--- src/rtl/gic_pkg.sv ---
package gic_pkg;
  localparam int ADDR_W = 3;

  typedef enum logic [ADDR_W-1:0] {
    ADDR_POL   = 3'd0,
    ADDR_ENA   = 3'd1,
    ADDR_MSK   = 3'd2,
    ADDR_CAUSE = 3'd3,
    ADDR_CLR   = 3'd4
  } regAddr_e;

  typedef enum logic [2:0] {
    RD_NONE,
    RD_POL,
    RD_ENA,
    RD_MSK,
    RD_CAUSE
  } rdSel_e;

  typedef struct packed {
    logic   wrPol;
    logic   wrEna;
    logic   wrMsk;
    logic   wrClr;
    rdSel_e rdSel;
  } ctrlStrobe_t;
endpackage

--- src/rtl/gic_sync.sv ---
module gic_sync #(
  parameter int WIDTH  = 16,
  parameter int STAGES = 2
) (
  input  logic             clk,
  input  logic             rstN,
  input  logic [WIDTH-1:0] asyncIn,
  output logic [WIDTH-1:0] syncOut
);
  logic [WIDTH-1:0] stage [STAGES];

  always_ff @(posedge clk) begin
    if (!rstN) stage[0] <= '0;
    else       stage[0] <= asyncIn;
  end

  for (genvar s = 1; s < STAGES; s++) begin : g_stage
    always_ff @(posedge clk) begin
      if (!rstN) stage[s] <= '0;
      else       stage[s] <= stage[s-1];
    end
  end

  assign syncOut = stage[STAGES-1];
endmodule

--- src/rtl/gic_ctrl.sv ---
module gic_ctrl
  import gic_pkg::*;
(
  input  logic              busWrEn,
  input  logic [ADDR_W-1:0] busAddr,
  output ctrlStrobe_t       strobe
);
  always_comb begin
    strobe = '{wrPol: 1'b0, wrEna: 1'b0, wrMsk: 1'b0, wrClr: 1'b0, rdSel: RD_NONE};
    case (busAddr)
      ADDR_POL: begin
        strobe.wrPol = busWrEn;
        strobe.rdSel = RD_POL;
      end
      ADDR_ENA: begin
        strobe.wrEna = busWrEn;
        strobe.rdSel = RD_ENA;
      end
      ADDR_MSK: begin
        strobe.wrMsk = busWrEn;
        strobe.rdSel = RD_MSK;
      end
      ADDR_CAUSE: strobe.rdSel = RD_CAUSE;
      ADDR_CLR:   strobe.wrClr = busWrEn;
      default:    strobe.rdSel = RD_NONE;
    endcase
  end

  // at most one register is written per cycle
  always_comb begin
    a_r2_one_write: assert ($countones({strobe.wrPol, strobe.wrEna, strobe.wrMsk, strobe.wrClr}) <= 1)
      else $error("R2: more than one write strobe");
  end
endmodule

--- src/rtl/gic_datapath.sv ---
module gic_datapath
  import gic_pkg::*;
#(
  parameter int REG_W       = 32,
  parameter int NUM_PINS    = 16,
  parameter int FIELD_OFS   = 2,
  parameter int RSVD_PIN    = 8,
  parameter int MAX_IN_PIN  = 13,
  parameter int SYNC_STAGES = 2
) (
  input  logic                clk,
  input  logic                rstN,
  input  ctrlStrobe_t         strobe,
  input  logic [REG_W-1:0]    wrData,
  input  logic [NUM_PINS-1:0] pinIn,
  output logic [REG_W-1:0]    rdData,
  output logic                irq
);
  logic [NUM_PINS-1:0] polReg, enaReg, mskReg, causeReg;
  logic [NUM_PINS-1:0] pinSync, validPin, activeVec, setVec, clrVec;
  logic [NUM_PINS-1:0] wrField;

  assign wrField = wrData[FIELD_OFS +: NUM_PINS];

  for (genvar i = 0; i < NUM_PINS; i++) begin : g_valid
    assign validPin[i] = (i != RSVD_PIN) && (i <= MAX_IN_PIN);
  end

  gic_sync #(.WIDTH(NUM_PINS), .STAGES(SYNC_STAGES)) u_sync (
    .clk    (clk),
    .rstN   (rstN),
    .asyncIn(pinIn),
    .syncOut(pinSync)
  );

  // polarity 0: high active, 1: low active
  assign activeVec = pinSync ^ polReg;
  assign setVec    = activeVec & enaReg & validPin;
  assign clrVec    = strobe.wrClr ? wrField : '0;

  always_ff @(posedge clk) begin
    if (!rstN) begin
      polReg <= '0;
      enaReg <= '0;
      mskReg <= '0;
    end else begin
      if (strobe.wrPol) polReg <= wrData[NUM_PINS-1:0];
      if (strobe.wrEna) enaReg <= wrField;
      if (strobe.wrMsk) mskReg <= wrField;
    end
  end

  always_ff @(posedge clk) begin
    if (!rstN) causeReg <= '0;
    else       causeReg <= setVec | (causeReg & ~clrVec);
  end

  always_ff @(posedge clk) begin
    if (!rstN) irq <= 1'b0;
    else       irq <= |(causeReg & enaReg & mskReg);
  end

  always_comb begin
    case (strobe.rdSel)
      RD_POL:   rdData = REG_W'(polReg);
      RD_ENA:   rdData = REG_W'(enaReg) << FIELD_OFS;
      RD_MSK:   rdData = REG_W'(mskReg) << FIELD_OFS;
      RD_CAUSE: rdData = REG_W'(causeReg) << FIELD_OFS;
      default:  rdData = '0;
    endcase
  end

  // a set bit not cleared stays set
  a_r3_sticky: assert property (@(posedge clk) disable iff (!rstN)
    1'b1 |=> ((causeReg & $past(causeReg & ~clrVec)) == $past(causeReg & ~clrVec)))
    else $error("R3: cause bit dropped without clear");

  // an active enabled pin ends up set even if cleared in that cycle
  a_r4_set_wins: assert property (@(posedge clk) disable iff (!rstN)
    1'b1 |=> ((causeReg & $past(setVec)) == $past(setVec)))
    else $error("R4: set condition lost");

  // invalid pins never latch
  a_r5_invalid_pin: assert property (@(posedge clk) disable iff (!rstN)
    (causeReg & ~validPin) == '0)
    else $error("R5: cause on reserved or output-only pin");

  // a new cause needs the enable bit in the previous cycle
  a_r8_enable_gate: assert property (@(posedge clk) disable iff (!rstN)
    1'b1 |=> ((causeReg & ~$past(causeReg) & ~$past(enaReg)) == '0))
    else $error("R8: cause latched while disabled");

  // irq only follows a pending cause
  a_r7_irq_source: assert property (@(posedge clk) disable iff (!rstN)
    $rose(irq) |-> $past(|causeReg))
    else $error("R7: irq without cause");
endmodule

--- src/rtl/gpio_irq_cause.sv ---
module gpio_irq_cause
  import gic_pkg::*;
#(
  parameter int REG_W      = 32,
  parameter int NUM_PINS   = 16,
  parameter int FIELD_OFS  = 2,
  parameter int RSVD_PIN   = 8,
  parameter int MAX_IN_PIN = 13
) (
  input  logic                clk,
  input  logic                rstN,
  input  logic                busWrEn,
  input  logic [ADDR_W-1:0]   busAddr,
  input  logic [REG_W-1:0]    busWrData,
  output logic [REG_W-1:0]    busRdData,
  input  logic [NUM_PINS-1:0] pinIn,
  output logic                irq
);
  ctrlStrobe_t strobe;

  gic_ctrl u_ctrl (
    .busWrEn(busWrEn),
    .busAddr(busAddr),
    .strobe (strobe)
  );

  gic_datapath #(
    .REG_W     (REG_W),
    .NUM_PINS  (NUM_PINS),
    .FIELD_OFS (FIELD_OFS),
    .RSVD_PIN  (RSVD_PIN),
    .MAX_IN_PIN(MAX_IN_PIN)
  ) u_dp (
    .clk   (clk),
    .rstN  (rstN),
    .strobe(strobe),
    .wrData(busWrData),
    .pinIn (pinIn),
    .rdData(busRdData),
    .irq   (irq)
  );
endmodule

--- config.mk ---
export PLATFORM = sky130hd
export DESIGN_NAME = gpio_irq_cause
export DESIGN_NICKNAME = d
export VERILOG_FILES = /design/src/rtl/gic_pkg.sv /design/src/rtl/gic_sync.sv /design/src/rtl/gic_ctrl.sv /design/src/rtl/gic_datapath.sv /design/src/rtl/gpio_irq_cause.sv
export SDC_FILE = /design/constraint.sdc
export NUM_CORES = 1
export LEC_CHECK = 0
export BUFFER_PORTS_ARGS = -buffer_cell sky130_fd_sc_hd__buf_2
export CAP_MARGIN = 10
export CORE_MARGIN = 8
export CORE_UTILIZATION = 45
export DETAILED_ROUTE_END_ITERATION = 7
export PLACE_DENSITY = 0.8
export SLEW_MARGIN = 20
export SYNTH_ARGS = -nofsm -noshare
export SYNTH_HDL_FRONTEND = slang
export SYNTH_SLANG_ARGS = --single-unit
--- constraint.sdc ---
create_clock -name clk -period 1.4 [get_ports clk]
set_input_delay 0.28 -clock clk [delete_from_list [all_inputs] [get_ports clk]]
set_output_delay 0.28 -clock clk [all_outputs]
set_load 0.01 [all_outputs]
==> results of run 1 <==
==> final cells by class <==
cell class	count	area (um2)	area share, %
repair buffers	122	906	17.3
flip-flops and latches	91	1870	35.7
well taps	111	139	2.65
clock buffers	9	124	2.36
clock inverters	7	68.8	1.31
multi-input cells	309	2130	40.7
==> layer usage <==
metal	track usage, %	vias to the layer above	wire length [um]
met1	18.5	1588	4220
met3	4.30	17	775
li1	-	1617	-
met2	30.3	134	5600
met5	0	-	0
met4	9.16	0	295
==> synth_stat cells (2+ instances only) <==
library cell,count
nand4_1,2
buf_4,15
buf_6,8
and2_1,28
a22oi_1,15
mux4_2,14
xor2_1,13
a21oi_1,3
a21boi_0,30
nand2_1,112
a21boi_1,8
nor2b_1,23
and2b_1,4
nor2_1,2
buf_2,4
and3_1,5
clkbuf_1,11
a31oi_1,5
mux2_2,2
a21boi_2,10
nand3_1,7
dfxtp_1,91
==> path summary, 6_finish.rpt <==
kind                             endpoint  slack, ns                     from
setup / recovery            busRdData[11]      -0.35         u_dp.causeReg[9]
hold reg to reg   u_dp.u_sync.stage[1][9]       0.44  u_dp.u_sync.stage[0][9]
hold / removal          u_dp.causeReg[15]       0.10            busWrData[17]
setup reg to reg                 u_dp.irq      -0.01        u_dp.causeReg[10]
==> flip-flops by register name, indices dropped and copies added, names as in the netlist <==
| signal | count |
|---|---|
| u_dp.u_sync.stage | 26 |
| u_dp.causeReg | 16 |
| u_dp.enaReg | 16 |
| u_dp.mskReg | 16 |
| u_dp.polReg | 16 |
| u_dp.irq | 1 |
==> power by group through the flow <==
stage / sequential, mW / combinational [mW] / clock, mW
final: 2.69 / 0.481 / 1.75
after CTS: 2.68 / 0.459 / 1.79
after global placement: 2.74 / 0.426 / 0
after detailed placement: 2.75 / 0.437 / 0
after global routing: 2.69 / 0.518 / 1.88
after floorplan: 2.74 / 0.287 / 0
==> placed cells by master (no fill, tap or decap), types with 3 or more instances in the layout <==
| cell | instances |
|---|---|
| buf_2 | 46 |
| a21oi_1 | 3 |
| a31oi_1 | 4 |
| nand2_1 | 112 |
| nor2b_1 | 15 |
| a21boi_2 | 10 |
| dfxtp_1 | 51 |
| conb_1 | 14 |
| dfxtp_2 | 40 |
| buf_4 | 62 |
| buf_6 | 8 |
| and2_1 | 28 |
| nand3_1 | 7 |
| nor2b_4 | 9 |
| a21boi_1 | 8 |
| mux4_2 | 14 |
| a21boi_0 | 30 |
| xor2_1 | 13 |
| clkbuf_8 | 9 |
| a22oi_1 | 13 |
| clkinv_2 | 3 |
| and2b_1 | 4 |
| and3_1 | 4 |
| buf_12 | 6 |
==> cell families after synthesis <==
group           share of synthesized area (%)
simple gates                             23.9
flops                                    44.5
compound gates                           13.8
buf+inv                                  6.75
mux                                      8.24
xor+xnor                                 2.78
other cells                            0.0915
==> per-stage QoR <==
stage          cell area (um2)  utilization, %  total power [mW]
2_1_floorplan             4150               -              3.02
3_3_place_gp              4620            51.2              3.17
3_5_place_dp              4620            51.2              3.18
4_1_cts                   5080            56.4              4.93
5_1_grt                   5240            58.1              5.09
6_report                  5240            58.1              4.91
==> timing repair <==
item / in CTS / in global routing
buffers inserted: 29 / 3
hold buffers: 0 / 0
pin swaps: 0 / 2
gates resized for setup: 37 / 29
setup endpoints to repair: 18 / 19
==> qor.yml, run 1 <==
outcome: "finished with violations"
violations: "negative setup slack"
synth_top_area_share_pct: 44.5
hpwl_um: 7020
power.share.switching_pct: 24.6
vias_per_cell: 5.17
initial_core_util_pct: 45.4
p_seq_share_pct: 54.7
ir_worst_vdd_mv: 0.551
die_h_um: 111
min_path_cells: 2
finalCritPeriodShare_pct: 125
leakagePower_nw: 2.19
layout.cells.non_filler: 649
synth_area_mm2: 0.00410
clock_skew_ns: 0.00969
dr.pass1.iters: 4
rsz0062_at_grt: "true"
critical_path_class: "register to output port"
fmax_ghz: 0.572
n_fill_cell: 740
grt_pass1_vias: 3527
clock_sinks: 91
ys_ff_latch: 91
num_rows: 35
die_area_mm2: 0.0124
drtIter0Drc: 209
clkTransAtPathRegs_ns: 0.09
antenna_found_initial: 0
maxSlewViolCount: 0
power_frac_clock_pct: 35.6
cts-htree-levels: 3
rr_worst_depth: 5
endpoint_kind: "output port"
fin_crit_ns: 1.75
drive_gt1_share_pct: 41.8
synth_cells: 427
wirelength_um: 10900
vias: 3356
synthTopCellsByArea: "dfxtp_1 44%, nand2_1 10%, mux4_2 7.7%, a21boi_0 5.5%, and2_1 4.3%"
yosysSeqAreaShare_pct: 44.5
root_buffer: "clkbuf_8"
setup_viol: 17
cap_violations: 0
cp-start-kind: "register"
worstPathCellList: "mux4_2, and2b_1, buf_2"
crit_slowest_cell: "mux4_2"
cts_tree: "yes"
arrival_ns: 1.47
cp.required_ns: 1.12
grt_util_all_layers_pct: 17.2
power_switching_mw: 1.21
avgSynthCellArea_um2: 9.60
place_inst: 601
powerDensity_mw_per_mm2: 937
finalHoldViolations: 0
fin_hold_ws_ns: 0.104
synth_edf_count: 0
dp_slack_ns: -0.353
netlist.top_cell.by_area: "dfxtp_1"
antenna_cells: 0
cts_buffer_depth: 2
worstHoldPathType: "primary input to register"
crit_fanout: 2
slowest_delay_ns: 0.46
crit_family: "multiplexers"
layout_setup_ws_ns: -0.349
grt_start_max_net_pins: 92
wl_per_cell_um: 16.8
port_buffers: 55
grt_overflow: 0
ios: 87
area.growth.synth_to_final_pct: 28.0
cell_internal_pwr_mw: 3.70
clk-insertion-delay-late_ns: 0.36
ys_warn_count: 0
synthArstFlopShare_pct: 0
grt_pass1_wl_um: 17300
fin_nets: 587
core_mm2: 0.00902
cp.depth: 3
drc: 0
yosys.cell_types.count: 37
place_congestion: 0.829
fin_setup_tns_ns: -4.60
worstPathBufferInverterCount: 1
cts_made_buffers: 9
die_w_um: 111
drtAntennaViolNets: 0
synth_flop_cell: "dfxtp_1"
combPwrFrac_pct: 9.8
Note: power is estimated with default switching activity, not from simulation.
==> inputs of run 2 (changes only) <==
ABC_AREA = 0   (was default)
CTS_CLUSTER_DIAMETER = 80   (was default)
GPL_TIMING_DRIVEN = 0   (was default)
==> run 2 against run 1 <==
  * The flow still finishes with violations (negative setup slack)
  * Non-clock buffer count is 29 higher
  * Power is 3.0% higher
  * Global-route usage is 1.4 points higher
  * Critical endpoint is now busRdData[5]
  * Largest cell class unchanged
  * Highest routed layer unchanged
==> qor.yml, run 2 (synthesis gave the netlist of run 1 again) <==
outcome: "finished with violations"
violations: "negative setup slack"
fin_crit_ns: 1.76
ir_worst_vdd_mv: 0.439
critical_path_class: "register to output port"
drtAntennaViolNets: 0
fin_nets: 616
drc: 0
cp.required_ns: 1.12
cts-htree-levels: 3
num_rows: 35
largest_reg_flops: 26
antenna_found_initial: 0
wirelength_um: 12500
cts_tree: "yes"
maxSlewViolCount: 0
grt_overflow: 0
clock_skew_ns: 0.00739
clkTransAtPathRegs_ns: 0.09
r2r_start: "u_dp.mskReg[13]"
rr_worst_depth: 6
vias_per_cell: 5.36
port_buffers: 54
cts_buffer_depth: 2
cts_made_buffers: 9
r2r_setup_slack_ns: -0.03
wl_per_cell_um: 18.4
die_area_mm2: 0.0124
arrival_ns: 1.48
initial_core_util_pct: 45.4
mostFrequentLayoutCells: "112 x nand2_1, 67 x buf_4, 54 x buf_2, 54 x dfxtp_2, 37 x dfxtp_1"
drtIter0Drc: 309
grt_pass1_wl_um: 18400
grt_pass1_vias: 3718
finalCritPeriodShare_pct: 126
layout_setup_ws_ns: -0.360
area.growth.synth_to_final_pct: 32.8
cp-start-kind: "register"
top_register: "u_dp.u_sync.stage"
ios: 87
max_slew_margin_pct: 57.1
cap_violations: 0
final_common_cell: "nand2_1"
die_h_um: 111
rsz0062_at_grt: "true"
grt_start_max_net_pins: 16
fin_setup_tns_ns: -4.87
n_fill_cell: 712
root_buffer: "clkbuf_8"
vias: 3636
fmax_ghz: 0.568
fin_hold_ws_ns: 0.117
worstMarginPinSlew_ns: 0.644
leakagePower_nw: 2.33
dr.pass1.iters: 5
min_path_cells: 2
holdPathEnd: "u_dp.u_sync.stage[0][10]"
worstHoldPathType: "primary input to register"
finalHoldViolations: 0
worstSetupStartpoint: "u_dp.causeReg[3]"
antenna_cells: 0
hold_path_startpoint: "pinIn[10]"
powerDensity_mw_per_mm2: 930
hpwl_um: 7500
setup_viol: 17
crit_fanout: 2
drive_gt1_share_pct: 44.8
core_mm2: 0.00902
endpoint_kind: "output port"
clk-insertion-delay-late_ns: 0.36
grt_util_all_layers_pct: 18.6
place_congestion: 0.866
r2r-end: "u_dp.irq"
clock_sinks: 91
die_w_um: 111
-- run 2: changes by cell type in the layout (fill, tap and decap cells not counted), moves of 3 or more --
cell and delta:
buf_12 -3, buf_2 +8, buf_4 +5, clkbuf_1 +10
clkbuf_16 +3, dfxtp_1 -14, dfxtp_2 +14, nor2b_1 +7
nor2b_4 -7
-- run 2: what timing repair did --
action	CTS	global route
hold buffers	0	0
endpoints found under the setup margin	18	19
hold endpoints to repair	0	0
setup buffers	46	8
gates cloned	0	3
gates resized for setup	58	28
pin swaps	2	2
-- run 2: layout make-up --
cell class | count | area, um2 | area share (%)
buffer | 40 | 314 | 5.77
clock buffer | 10 | 138 | 2.53
clock inverter | 6 | 63.8 | 1.17
multi-input combinational | 309 | 2120 | 39.0
sequential | 91 | 1890 | 34.7
tap | 111 | 139 | 2.55
timing repair buffer | 111 | 777 | 14.3
-- run 2: worst max path at each step --
stage / slack (ns) / to / cells after the start
floorplan: 0.003 / busRdData[11] / 3
CTS: -0.35 / busRdData[5] / 3
global route: -0.39 / busRdData[9] / 3
detailed placement: -0.45 / busRdData[9] / 6
finish: -0.36 / busRdData[5] / 3
global placement: -0.43 / busRdData[10] / 6
-- run 2: routing by layer --
metal	wire (um)	part of all wire (%)	vias up	track usage [%]
met4	480	3.9	0	12.4
met2	6080	49	201	31.3
met1	4750	38	1725	20.8
met5	0	0	-	0
li1	-	-	1668	-
met3	1140	9.1	42	3.87
-- run 2: per-stage QoR --
| stage | utilization [%] | std cells | area (um2) | power (mW) | setup WS, ns |
|---|---|---|---|---|---|
| 2_1_floorplan | - | 440 | 4150 | 3.02 | 0.00344 |
| 3_3_place_gp | 50.5 | 605 | 4560 | 3.18 | -0.434 |
| 3_5_place_dp | 50.5 | 605 | 4560 | 3.19 | -0.447 |
| 4_1_cts | 57.6 | 667 | 5190 | 5.01 | -0.350 |
| 5_1_grt | 60.3 | 678 | 5440 | 5.23 | -0.387 |
| 6_report | 60.3 | 678 | 5440 | 5.06 | -0.360 |
-- run 2: report_power, final --
group,internal [mW],switching [mW]
Combinational,0.278,0.286
Clock,0.874,0.937
Sequential,2.66,0.0316
-- run 2: critical path, cell delays in order (launching register included) --
cell,delay [ns]
dfxtp_2,0.33
mux4_2,0.48
and2b_1,0.18
buf_2,0.13
